`src/rtl/fifo_thr_pkg.sv`:
```
package fifo_thr_pkg;

  localparam int unsigned REG_AW = 8;
  localparam int unsigned REG_DW = 32;

  localparam logic [REG_AW-1:0] OFS_ENABLE = 8'h08;
  localparam logic [REG_AW-1:0] OFS_TX_THR = 8'h18;
  localparam logic [REG_AW-1:0] OFS_RX_THR = 8'h1C;

  typedef enum logic [1:0] {
    SEL_NONE,
    SEL_ENABLE,
    SEL_TX_THR,
    SEL_RX_THR
  } reg_sel_e;

  // Decode a byte offset to a register selector.
  function automatic reg_sel_e decode_ofs(input logic [REG_AW-1:0] ofs);
    case (ofs)
      OFS_ENABLE: return SEL_ENABLE;
      OFS_TX_THR: return SEL_TX_THR;
      OFS_RX_THR: return SEL_RX_THR;
      default:    return SEL_NONE;
    endcase
  endfunction

  // Transmit threshold must address a slot strictly below the depth.
  function automatic logic tx_thr_legal(input logic [REG_DW-1:0] v, input int unsigned depth);
    return v < REG_DW'(depth);
  endfunction

  // Receive threshold may equal the depth (interrupt never fires).
  function automatic logic rx_thr_legal(input logic [REG_DW-1:0] v, input int unsigned depth);
    return v <= REG_DW'(depth);
  endfunction

  // Transmit-empty condition: level at or below threshold.
  function automatic logic tx_low(input int unsigned lvl, input int unsigned thr);
    return lvl <= thr;
  endfunction

  // Receive-full condition: level at least threshold plus one.
  function automatic logic rx_high(input int unsigned lvl, input int unsigned thr);
    return lvl >= thr + 1;
  endfunction

endpackage

```
`src/rtl/fthr_fifo.sv`:
```
module fthr_fifo #(
  parameter int unsigned DW    = 8,
  parameter int unsigned DEPTH = 64,
  localparam int unsigned AW   = $clog2(DEPTH),
  localparam int unsigned CW   = $clog2(DEPTH + 1)
) (
  input  logic          clk,
  input  logic          rst_n,
  input  logic          flush,
  input  logic          push,
  input  logic [DW-1:0] wdata,
  input  logic          pop,
  output logic [DW-1:0] rdata,
  output logic [CW-1:0] level,
  output logic          push_ok,
  output logic          pop_ok
);

  logic [DW-1:0] mem [DEPTH];
  logic [AW-1:0] wr_ptr, rd_ptr;
  logic [CW-1:0] cnt;
  logic          full, empty;

  function automatic logic [AW-1:0] ptr_inc(input logic [AW-1:0] p);
    return (p == AW'(DEPTH - 1)) ? '0 : p + 1'b1;
  endfunction

  assign full    = (cnt == CW'(DEPTH));
  assign empty   = (cnt == '0);
  assign push_ok = push && !full;
  assign pop_ok  = pop && !empty;
  assign rdata   = mem[rd_ptr];
  assign level   = cnt;

  always_ff @(posedge clk or negedge rst_n) begin
    if (!rst_n) begin
      wr_ptr <= '0;
      rd_ptr <= '0;
      cnt    <= '0;
    end else if (flush) begin
      wr_ptr <= '0;
      rd_ptr <= '0;
      cnt    <= '0;
    end else begin
      if (push_ok) wr_ptr <= ptr_inc(wr_ptr);
      if (pop_ok)  rd_ptr <= ptr_inc(rd_ptr);
      case ({push_ok, pop_ok})
        2'b10:   cnt <= cnt + 1'b1;
        2'b01:   cnt <= cnt - 1'b1;
        default: cnt <= cnt;
      endcase
    end
  end

  always_ff @(posedge clk) begin
    if (push_ok && !flush) mem[wr_ptr] <= wdata;
  end

endmodule

```
`src/rtl/fthr_regs.sv`:
```
module fthr_regs
  import fifo_thr_pkg::*;
#(
  parameter int unsigned DEPTH = 64,
  localparam int unsigned TW   = $clog2(DEPTH),
  localparam int unsigned RW   = $clog2(DEPTH + 1)
) (
  input  logic              clk,
  input  logic              rst_n,
  input  logic              wr,
  input  logic [REG_AW-1:0] addr,
  input  logic [REG_DW-1:0] wdata,
  output logic [REG_DW-1:0] rdata,
  output logic              enable,
  output logic [TW-1:0]     tx_thr,
  output logic [RW-1:0]     rx_thr,
  output logic              flush,
  output logic              tx_thr_we,
  output logic              rx_thr_we
);

  reg_sel_e sel;
  logic     en_we;

  assign sel       = decode_ofs(addr);
  assign en_we     = wr && (sel == SEL_ENABLE);
  assign tx_thr_we = wr && (sel == SEL_TX_THR) && !enable && tx_thr_legal(wdata, DEPTH);
  assign rx_thr_we = wr && (sel == SEL_RX_THR) && !enable && rx_thr_legal(wdata, DEPTH);
  assign flush     = en_we && enable && !wdata[0];

  always_ff @(posedge clk or negedge rst_n) begin
    if (!rst_n) begin
      enable <= 1'b0;
      tx_thr <= '0;
      rx_thr <= '0;
    end else begin
      if (en_we)     enable <= wdata[0];
      if (tx_thr_we) tx_thr <= wdata[TW-1:0];
      if (rx_thr_we) rx_thr <= wdata[RW-1:0];
    end
  end

  always_comb begin
    case (decode_ofs(addr))
      SEL_ENABLE: rdata = REG_DW'(enable);
      SEL_TX_THR: rdata = REG_DW'(tx_thr);
      SEL_RX_THR: rdata = REG_DW'(rx_thr);
      default:    rdata = '0;
    endcase
  end

endmodule

```
`src/rtl/fthr_irq.sv`:
```
module fthr_irq
  import fifo_thr_pkg::*;
#(
  parameter int unsigned CW = 7,
  parameter int unsigned TW = 6,
  parameter int unsigned RW = 7
) (
  input  logic [CW-1:0] tx_level,
  input  logic [CW-1:0] rx_level,
  input  logic [TW-1:0] tx_thr,
  input  logic [RW-1:0] rx_thr,
  output logic          tx_irq,
  output logic          rx_irq
);

  assign tx_irq = tx_low(32'(tx_level), 32'(tx_thr));
  assign rx_irq = rx_high(32'(rx_level), 32'(rx_thr));

endmodule

```
`src/rtl/fifo_thr_irq.sv`:
```
module fifo_thr_irq
  import fifo_thr_pkg::*;
#(
  parameter int unsigned DW    = 8,
  parameter int unsigned DEPTH = 64,
  localparam int unsigned CW   = $clog2(DEPTH + 1),
  localparam int unsigned TW   = $clog2(DEPTH),
  localparam int unsigned RW   = $clog2(DEPTH + 1)
) (
  input  logic              clk,
  input  logic              rst_n,
  input  logic              reg_wr,
  input  logic [REG_AW-1:0] reg_addr,
  input  logic [REG_DW-1:0] reg_wdata,
  output logic [REG_DW-1:0] reg_rdata,
  input  logic              tx_push,
  input  logic [DW-1:0]     tx_wdata,
  input  logic              tx_pop,
  output logic [DW-1:0]     tx_rdata,
  output logic [CW-1:0]     tx_level,
  input  logic              rx_push,
  input  logic [DW-1:0]     rx_wdata,
  input  logic              rx_pop,
  output logic [DW-1:0]     rx_rdata,
  output logic [CW-1:0]     rx_level,
  output logic              tx_irq,
  output logic              rx_irq
);

  // Named internal events, observed by the bound checker.
  logic          enable_w, flush_w, tx_thr_we_w, rx_thr_we_w;
  logic [TW-1:0] tx_thr_w;
  logic [RW-1:0] rx_thr_w;
  logic          tx_push_ok_w, tx_pop_ok_w, rx_push_ok_w, rx_pop_ok_w;

  fthr_regs #(.DEPTH(DEPTH)) u_regs (
    .clk       (clk),
    .rst_n     (rst_n),
    .wr        (reg_wr),
    .addr      (reg_addr),
    .wdata     (reg_wdata),
    .rdata     (reg_rdata),
    .enable    (enable_w),
    .tx_thr    (tx_thr_w),
    .rx_thr    (rx_thr_w),
    .flush     (flush_w),
    .tx_thr_we (tx_thr_we_w),
    .rx_thr_we (rx_thr_we_w)
  );

  fthr_fifo #(.DW(DW), .DEPTH(DEPTH)) u_tx_fifo (
    .clk     (clk),
    .rst_n   (rst_n),
    .flush   (flush_w),
    .push    (tx_push),
    .wdata   (tx_wdata),
    .pop     (tx_pop),
    .rdata   (tx_rdata),
    .level   (tx_level),
    .push_ok (tx_push_ok_w),
    .pop_ok  (tx_pop_ok_w)
  );

  fthr_fifo #(.DW(DW), .DEPTH(DEPTH)) u_rx_fifo (
    .clk     (clk),
    .rst_n   (rst_n),
    .flush   (flush_w),
    .push    (rx_push),
    .wdata   (rx_wdata),
    .pop     (rx_pop),
    .rdata   (rx_rdata),
    .level   (rx_level),
    .push_ok (rx_push_ok_w),
    .pop_ok  (rx_pop_ok_w)
  );

  fthr_irq #(.CW(CW), .TW(TW), .RW(RW)) u_irq (
    .tx_level (tx_level),
    .rx_level (rx_level),
    .tx_thr   (tx_thr_w),
    .rx_thr   (rx_thr_w),
    .tx_irq   (tx_irq),
    .rx_irq   (rx_irq)
  );

endmodule

```
`config.mk`:
```
export PLATFORM = sky130hd
export DESIGN_NAME = fifo_thr_irq
export DESIGN_NICKNAME = d
export VERILOG_FILES = /design/src/rtl/fifo_thr_pkg.sv /design/src/rtl/fthr_fifo.sv /design/src/rtl/fthr_regs.sv /design/src/rtl/fthr_irq.sv /design/src/rtl/fifo_thr_irq.sv
export SDC_FILE = /design/constraint.sdc
export NUM_CORES = 1
export LEC_CHECK = 0
export BUFFER_PORTS_ARGS = -buffer_cell sky130_fd_sc_hd__clkbuf_2
export CORE_ASPECT_RATIO = 2
export CORE_UTILIZATION = 55
export DETAILED_ROUTE_END_ITERATION = 8
export GPL_TIMING_DRIVEN = 0
export PLACE_DENSITY = 0.72
export SLEW_MARGIN = 10
export SYNTH_ARGS = -nofsm -noshare
export SYNTH_HDL_FRONTEND = slang
export SYNTH_SLANG_ARGS = --single-unit
```
`constraint.sdc`:
```
create_clock -name clk -period 5.8 [get_ports clk]
set_input_delay 0 -clock clk [delete_from_list [all_inputs] [get_ports clk]]
set_output_delay 0 -clock clk [all_outputs]
set_load 0.005 [all_outputs]
```
* Word level (Yosys, flattened, before mapping) *
Memories as Yosys holds them, arrays and structs flattened.
Cells that the tools add are included.

storage, ports and cells
  bits in registers = 52
  bits in writable memories = 1,024
  memories = 2
  logic and storage cells = 92

operators by class
  $lt $le $gt $ge = 4
  mux-type cells = 22
  add/subtract/negate cells = 9
  reduce and logical (&&, ||, !) cells = 30
  eq/ne operators = 16

memory list
  memory         words  width  rd ports  clocked after memory_dff  wr ports  line             RTL
  u_rx_fifo.mem  64     8      1         0                         1         fthr_fifo.sv:19  logic [DW-1:0] mem [DEPTH];
  u_tx_fifo.mem  64     8      1         0                         1         fthr_fifo.sv:19

operators by type and width
  cell                                                  count
  two-way mux 6 bit                                     12
  >= comparator 7 x 32 -> 1 bit                         1
  <= comparator 32 x 7 -> 1 bit, second input constant  1
  < comparator 32 x 7 -> 1 bit, second input constant   1
  one-hot mux 7 bit (2 select lines)                    2
  adder 6 x 1 -> 6 bit, second input constant           4
  == test 6 bit, second input constant                  4
  one-hot mux 7 bit (3 select lines)                    1
  == test 8 x 5 -> 1 bit, second input constant         2
  logical AND 1 bit                                     15
  adder 7 x 1 -> 7 bit, second input constant           2
  == test 7 bit, second input constant                  2
  logical NOT 7 bit                                     2
  two-way mux 7 bit                                     2
  subtractor 7 x 1 -> 7 bit, second input constant      2
  adder 7 x 1 -> 8 bit, second input constant           1
  == test 2 bit, second input constant                  4
  == test 8 x 4 -> 1 bit, second input constant         1
  nonzero test 2 bit                                    4
  <= comparator 7 x 6 -> 1 bit                          1
  logical NOT 1 bit                                     7
  == test 2 x 1 -> 1 bit, second input constant         3
  one-hot mux 2 bit (3 select lines)                    1
  nonzero test 3 bit                                    2
  two-way mux 1 bit                                     4

* Depth between registers and ports, before layout *
Gate-level depths: netlist of the first run.

  word-level depth = 10
  gate-level depth with buffers = 12
  gate-level depth less buffers = 10

* Modules after synthesis *
A second synthesis of the first run with hierarchy kept.

second synthesis, totals
  cells, all modules = 2,406
  area, all modules = 43,917.1 sq um

modules (own cells, without submodules)
  module                  cells each  area an instance (sq um)  times used  seq. area each (sq um)
  fthr_fifo at u_tx_fifo  1,158       21,346.7                  1           15,850.2
  fthr_fifo at u_rx_fifo  1,101       21,184.1                  1           15,850.2
  fthr_regs               94          989.7                     1           350.3
  fthr_irq                53          396.6                     1           0.0

* Worst setup path after synthesis of the first run *
Ideal clock, no wire load.

  kind = register to register
  from = register u_tx_fifo.cnt[2] (netlist: u_tx_fifo.level[2])
  to = register u_tx_fifo.cnt[6] (netlist: u_tx_fifo.level[6])
  clock period less this slack = 2.713 ns
  path buffers = 2
  setup time = 0.132 ns
  cell stages (with the launch flop) = 13
  setup slack = 3.087 ns
  arrival time = 2.581 ns
  cell sequence = dfrtp_1 -> clkbuf_2 -> or4_4 -> o41ai_2 -> buf_4 -> nor2_1 -> xor2_1 -> ha_1 -> o21ai_0 -> nand4b_1 -> a21oi_1 -> xnor2_1 -> nor2_1

between the ends
  word-level cells in the longest chain between the ends = 6
  elaborated cells between the ends (all ways) = 13

RTL lines
  item                                                                               line             RTL
  start, declared                                                                    fthr_fifo.sv:21  logic [CW-1:0] cnt;
  start signal, assigned                                                             fthr_fifo.sv:48  2'b10: cnt <= cnt + 1'b1;
  start signal, assigned                                                             fthr_fifo.sv:49  2'b01: cnt <= cnt - 1'b1;
  start signal, assigned                                                             fthr_fifo.sv:50  default: cnt <= cnt;
  parallel branches: the longest is 6 deep, another holds subtractor 7 x 1 -> 7 bit  --

Parallel ways; which one is timed is not known.
A chain may end at the register's enable or synchronous reset.

* Worst setup path after layout of the first run *
  from = register u_rx_fifo.rd_ptr[1]
  to = output rx_rdata[2]

between the ends
  word-level cells in the longest chain between the ends = 1

RTL lines
  item                    line                RTL
  start, declared         fthr_fifo.sv:20     logic [AW-1:0] wr_ptr, rd_ptr;
  start signal, assigned  fthr_fifo.sv:46     if (pop_ok) rd_ptr <= ptr_inc(rd_ptr);
  memory (64 x 8 bit)     --
  end, declared           fifo_thr_irq.sv:24  output logic [DW-1:0] rx_rdata,

No other way between the ends.

==> flow_summary.toml, run 1 <==
[outcome]
status = "complete, no violations"

[worst_hold_path]
hold_path_class = "input pin to flip-flop"

[cts]
cts.repair.resized = 0
cts_made_buffers = 90
cts_sinks = 1076
htree_levels = 3
cts.path.max_buffers = 3
cts_root_buffer = "clkbuf_16"
postCtsHoldBufs = 32
clock_latency_ns = 0.68
path_clk_slew_ns = 0.07
cts_tree = "done"
post_cts_buffers = 0

[logic_synthesis]
yosysWarnings = 0
synthCells = 2226
postSynthAreaPerCell_sq_um = 19.5
ys.flop_type = "edfxtp_1"
synthArstFlopShare = 0.0483
netlist_area_sq_um = 43400
synth_edf_count = 1024
yosysSeqAreaShare = 0.739
ys_types = 77
ys_ff_latch = 1076

[critical_path]
crit_type = "flip-flop to output port"
slowest_delay_ns = 0.94
cp_max_fo = 10
critPathLaunchType = "flip-flop"
reg2reg_slack_ns = 2.25
worst_path_max_delay_cell = "clkbuf_1"
arrival_ns = 4.49
r2r-start = "u_regs.enable$_DFFE_PN0N_"
cp-startpoint = "u_rx_fifo.rd_ptr[1]$_DFFE_PN0P_"
crit_end = "rx_rdata[2]"
crit_path_frequent_cell = "a21oi_1"
worstRegToRegCells = 10
worst_r2r_endpoint = "u_regs.tx_thr[4]$_DFFE_PN0P_"
required_ns = 5.80
cp-end-kind = "output port"
path_cells = "buf_1, clkbuf_1, mux4_2, a22oi_1, a21oi_1, a21oi_1, o221ai_1, clkbuf_2"

[grt]
grt_pass1_vias = 23700
grt_pass1_wl_um = 159000
overflow = 0
grt_max_degree = 65
antenna_found_initial = 0
grtUsageTotal = 0.283

[power_and_ir_drop]
power_leakage_nw = 15.7
p_switching_w = 0.00663
seq_power_share = 0.427
power_frac_comb = 0.279
swShare = 0.312
ir_worst_vdd_mv = 0.448
pwr_density_cell_nw_per_um2 = 435
pwr-share-clk = 0.294
p_int_w = 0.0146

[timing]
worst_pin_slew_ns = 1.32
post-route-min-period_ns = 4.49
max_slew_margin = 0.120
max_freq_mhz = 223
setup_viol = 0
fin_tns_setup_ns = 0
rsz0062_at_grt = "false"
drv_slew = 0
skew_ns = 0.0209
post-route-period-util = 0.774
hold_viol_final = 0

[final_layout]
fin_util = 0.625
fin_nets = 2570
syn_to_final_growth_pct = 12.4
drive_gt1_frac = 0.245
n_antenna_cell = 0
final_cell_mix = "edfxtp_1, mux4_2, nor2_1, clkbuf_16, clkbuf_2"
layout_commonest_cell = "edfxtp_1"

[routing]
wl_per_cell_um = 30.8
routed_via_density = 6.29
drt_iter0_markers = 2043
via_count = 22600
wirelength_um = 110000
drc = 0
firstDrtPassIters = 6
ant_nets = 0

[floorplan]
die_h_um = 399
num_io_pins = 127
initial_utilization = 0.556
fp.dieW_um = 201
core_sq_um = 78000
die_area_sq_um = 80100
rows = 145

[placed_design]
hpwl_um = 77800
port_buffers = 101
gp_congestion = 0.958

[run]
maxCapViolCount = 0
worst max-delay path, delay by kind of cell (launching register included):
kind / cells / cell delay (ns)
DFF: 1 / 0.44
muxes: 1 / 0.43
AOI/OAI and AO/OA: 4 / 1.02
buffers and inverters: 3 / 1.92
power groups by stage:
stage	Sequential (W)	Combinational, W	Clock [W]
2_1_floorplan	0.00914	0.00356	0
3_3_place_gp	0.00921	0.00572	0
3_5_place_dp	0.00923	0.00582	0
4_1_cts	0.00907	0.00587	0.00629
5_1_grt	0.00909	0.00619	0.00655
6_report	0.00906	0.00592	0.00623
how the worst min path moves through the flow:
stage | to | slack, ns | cells past startpoint | start
2_1_floorplan | u_regs.enable$_DFFE_PN0N_ | -0.30 | 0 | rst_n
3_3_place_gp | u_regs.tx_thr[4]$_DFFE_PN0P_ | 0.24 | 3 | reg_wdata[4]
3_5_place_dp | u_regs.rx_thr[5]$_DFFE_PN0P_ | 0.16 | 1 | rst_n
4_1_cts | u_regs.tx_thr[0]$_DFFE_PN0P_ | 0.006 | 4 | reg_addr[4]
5_1_grt | u_regs.tx_thr[0]$_DFFE_PN0P_ | 0.05 | 4 | reg_addr[4]
6_report | u_rx_fifo.mem[44][7]$_DFFE_PP_ | 0.03 | 1 | rx_wdata[7]
cells by family (layout without fill, tap and decap cells):
| group | after synthesis | after routing | share of synthesized area |
|---|---|---|---|
| xor gates and xnor gates | 22 | 22 | 0.00444 |
| AOI/OAI and AO/OA | 217 | 217 | 0.0354 |
| adders and majority gates | 22 | 22 | 0.00634 |
| and+or+nand+nor | 389 | 389 | 0.0440 |
| other | 1 | 25 | 0.0000864 |
| buffers and inverters | 170 | 479 | 0.0191 |
| DFF | 1076 | 1076 | 0.739 |
| muxes | 329 | 329 | 0.152 |
metal layers:
layer / GRT usage / routed length (um)
met1: 0.265 / 33100
met4: 0.246 / 11000
met5: 0 / 0
met3: 0.0419 / 5610
met2: 0.530 / 60800
metrics by stage:
step	area, sq um	cells	worst slack, ns	hold slack (ns)	total power, W
finish	48800	3588	1.31	0.0307	0.0212
global route	48800	3588	1.32	0.0533	0.0218
CTS	48600	3579	1.41	0.00589	0.0212
detailed placement	45300	3381	2.16	0.161	0.0151
global placement	45300	3380	2.21	0.244	0.0149
floorplan	43500	2250	3.09	-0.296	0.0127
synthesized netlist by cell type (10+ instances only):
master,count,area (sq um)
buf_1,26,97.6
nand2_1,54,203
edfxtp_1,1024,30700
a21oi_1,40,200
or2_2,10,62.6
buf_2,38,190
o21ai_0,49,245
nand3_1,28,140
nor2_1,175,657
a221oi_1,35,307
dfrtp_1,52,1300
nor3_1,27,135
inv_1,20,75.1
mux2i_1,56,561
and4_1,11,96.3
mux4_2,263,5920
xnor2_1,10,87.6
clkbuf_1,50,188
a22o_1,17,149
xor2_1,12,105
nand2b_1,12,75.1
a22oi_1,24,180
buf_4,30,225
ha_1,22,275
final cells by class:
type | instances | area (sq um)
Clock buffer | 120 | 2470
Fill cell | 5473 | 29200
Timing Repair Buffer | 143 | 1000
Inverter | 20 | 75.1
Multi-Input combinational cell | 1004 | 10600
Clock inverter | 46 | 528
Buffer | 150 | 756
Sequential cell | 1076 | 32100
Tap cell | 1029 | 1290
sequential cells by signal (all words and copies together), names as in the netlist:
register / flops
u_rx_fifo.rd_ptr: 6
u_rx_fifo.wr_ptr: 6
u_tx_fifo.wr_ptr: 6
u_regs.rx_thr: 7
u_tx_fifo.mem: 512
u_rx_fifo.mem: 512
u_regs.enable: 1
u_tx_fifo.rd_ptr: 6
u_tx_fifo.level: 7
u_rx_fifo.level: 7
u_regs.tx_thr: 6
(Power assumes the default switching activity.)
==> inputs of run 2 (changes only) <==
--- a/config.mk
+++ b/config.mk
@@ -10,7 +10,7 @@
 export CORE_UTILIZATION = 55
 export DETAILED_ROUTE_END_ITERATION = 8
 export GPL_TIMING_DRIVEN = 0
-export PLACE_DENSITY = 0.72
+export PLACE_DENSITY = 0.75
 export SLEW_MARGIN = 10
 export SYNTH_ARGS = -nofsm -noshare
 export SYNTH_HDL_FRONTEND = slang
==> constraint.sdc (replaced) <==
create_clock -name clk -period 4.01 [get_ports clk]
set_input_delay 0 -clock clk [delete_from_list [all_inputs] [get_ports clk]]
set_output_delay 0 -clock clk [all_outputs]
set_load 0.005 [all_outputs]
==> run 2 against run 1 <==
Against the previous run: routed wire length grew 2.7%; combinational power increased by 44%; die area did not move; critical path depth is 1 higher; critical endpoint is now rx_rdata[1]; sequential share of layout area increased by 0.21 points; highest routed layer unchanged; non-clock buffer count shrank 2; largest cell class unchanged; cell count shrank 0.22%; global-route usage rose by 0.80 points; clock power up 38%; design area down 0.31%; register-to-register slack got worse by 2.0 ns.
==> flow_summary.toml, run 2 (synthesized netlist as in run 1, its figures left out) <==
[timing]
max_slew_margin = 0.154
setup_viol = 0
drv_slew = 0
fin_tns_setup_ns = 0
worst_pin_slew_ns = 1.27
post-route-min-period_ns = 3.98
rsz0062_at_grt = "false"
post-route-period-util = 0.992
hold_viol_final = 0
skew_ns = 0.0283
max_freq_mhz = 251

[power_and_ir_drop]
p_int_w = 0.0208
pwr-share-clk = 0.284
p_switching_w = 0.00957
power_leakage_nw = 15.7
pwr_density_cell_nw_per_um2 = 624
power_frac_comb = 0.282
ir_worst_vdd_mv = 0.466
swShare = 0.315
seq_power_share = 0.434

[grt]
grt_pass1_wl_um = 164000
antenna_found_initial = 3
grt_max_degree = 65
overflow = 0
grt_pass1_vias = 23900
grtUsageTotal = 0.291

[critical_path]
arrival_ns = 3.98
slowest_delay_ns = 0.55
cp-end-kind = "output port"
cp_num_buf_inv = 4
reg2reg_slack_ns = 0.26
required_ns = 4.01
worst_r2r_endpoint = "u_regs.tx_thr[3]$_DFFE_PN0P_"
crit_path_frequent_cell = "a21oi_1"
worst_path_max_delay_cell = "mux4_2"
crit_type = "flip-flop to output port"
r2r-start = "u_regs.enable$_DFFE_PN0N_"
cp_max_fo = 10
cp_top_family = "compound AO/OA/AOI/OAI gates"
worstRegToRegCells = 9
critPathLaunchType = "flip-flop"
path_cells = "buf_2, clkbuf_4, buf_4, mux4_2, a22oi_1, a21oi_1, a21oi_1, o221ai_1, clkbuf_2"

[final_layout]
final_cell_mix = "edfxtp_1, mux4_2, nor2_1, clkbuf_2, clkbuf_16"
fin_nets = 2564
fin_util = 0.623
syn_to_final_growth_pct = 12.1
layout_commonest_cell = "edfxtp_1"
drive_gt1_frac = 0.244
reg_top3 = "u_rx_fifo.mem x512, u_tx_fifo.mem x512"
fillCellCount = 5382

[routing]
wl_per_cell_um = 31.7
ant_nets = 0
firstDrtPassIters = 6
wirelength_um = 113000
via_count = 23200
routed_via_density = 6.47
drc = 0
drt_iter0_markers = 2304

[placed_design]
hpwl_um = 80100
gp_congestion = 0.968
port_buffers = 101

[run]
maxCapViolCount = 0

[cts]
cts.path.max_buffers = 3
cts_sinks = 1076
cts_tree = "done"
path_clk_slew_ns = 0.08
clock_latency_ns = 0.69
htree_levels = 3
post_cts_buffers = 0
cts_made_buffers = 86
cts_root_buffer = "clkbuf_16"

[floorplan]
die_h_um = 399
die_area_sq_um = 80100
fp.dieW_um = 201
rows = 145
core_sq_um = 78000
num_io_pins = 127
initial_utilization = 0.556

[worst_hold_path]
hold_start = "tx_wdata[4]"
hold_path_end = "u_tx_fifo.mem[25][4]$_DFFE_PP_"
min_path_cells = 1
hold_path_class = "input pin to flip-flop"

[outcome]
status = "complete, no violations"
-- run 2: per-stage QoR --
stage | power (W) | area, sq um | setup WS, ns | instances | hold slack [ns]
after floorplan | 0.0184 | 43500 | 1.30 | 2250 | -0.296
after global placement | 0.0215 | 45300 | 0.265 | 3380 | 0.280
after detailed placement | 0.0217 | 45400 | 0.246 | 3383 | -0.0946
after CTS | 0.0302 | 48500 | 0.0285 | 3571 | 0.0789
after global routing | 0.0311 | 48600 | 0.0293 | 3579 | 0.141
final | 0.0303 | 48600 | 0.0310 | 3580 | 0.115
-- run 2: worst max path at each step --
| stage | slack [ns] | from | cells past startpoint | to |
|---|---|---|---|---|
| floorplan | 1.30 | u_tx_fifo.level[2]$_DFFE_PN0P_ | 12 | u_tx_fifo.level[6]$_DFFE_PN0P_ |
| global placement | 0.26 | u_rx_fifo.rd_ptr[1]$_DFFE_PN0P_ | 8 | rx_rdata[1] |
| detailed placement | 0.25 | u_rx_fifo.rd_ptr[1]$_DFFE_PN0P_ | 8 | rx_rdata[1] |
| CTS | 0.03 | u_rx_fifo.rd_ptr[0]$_DFFE_PN0P_ | 9 | rx_rdata[1] |
| global route | 0.03 | u_tx_fifo.rd_ptr[0]$_DFFE_PN0P_ | 8 | tx_rdata[5] |
| finish | 0.03 | u_rx_fifo.rd_ptr[0]$_DFFE_PN0P_ | 9 | rx_rdata[1] |
-- run 2: timing repair --
action                                  CTS  global route
pin swaps                                 0             0
gates resized for setup                  10             7
hold buffers                             29             8
hold endpoints to repair                 88           382
cloned                                    0             0
endpoints found under the setup margin    7             5
-- run 2: final cells by class --
cell class / instances / area (sq um) / share of cell area
flip-flops and latches: 1076 / 32100 / 0.659
multi-input cells: 1004 / 10600 / 0.218
clock buffers: 109 / 2280 / 0.0469
well taps: 1029 / 1290 / 0.0265
repair buffers: 142 / 996 / 0.0205
plain buffers: 149 / 788 / 0.0162
clock inverters: 50 / 537 / 0.0110
inverters: 20 / 75.1 / 0.00154
diodes: 1 / 2.50 / 0.0000515
-- run 2: worst reg2reg max path, delay by kind of cell, from the launching register on --
family	cells	cell delay [ns]
compound gates	1	0.07
buf+inv	3	1.35
simple gates	5	1.72
flops	1	0.56
-- run 2: per-layer routing --
| metal | track usage | vias to the layer above | wire length, um | share of wire |
|---|---|---|---|---|
| met4 | 0.234 | 0 | 10700 | 0.094 |
| li1 | - | 9567 | - | - |
| met3 | 0.0430 | 399 | 7610 | 0.067 |
| met1 | 0.294 | 11900 | 34100 | 0.30 |
| met5 | 0 | - | 0 | 0 |
| met2 | 0.531 | 1353 | 61100 | 0.54 |
-- run 2: power groups by stage --
| stage | clock network [W] | registers [W] | logic, W |
|---|---|---|---|
| detailed placement | 0 | 0.0134 | 0.00832 |
| global placement | 0 | 0.0133 | 0.00817 |
| floorplan | 0 | 0.0132 | 0.00514 |
| finish | 0.00862 | 0.0132 | 0.00855 |
| global route | 0.00907 | 0.0132 | 0.00887 |
| CTS | 0.00868 | 0.0131 | 0.00842 |
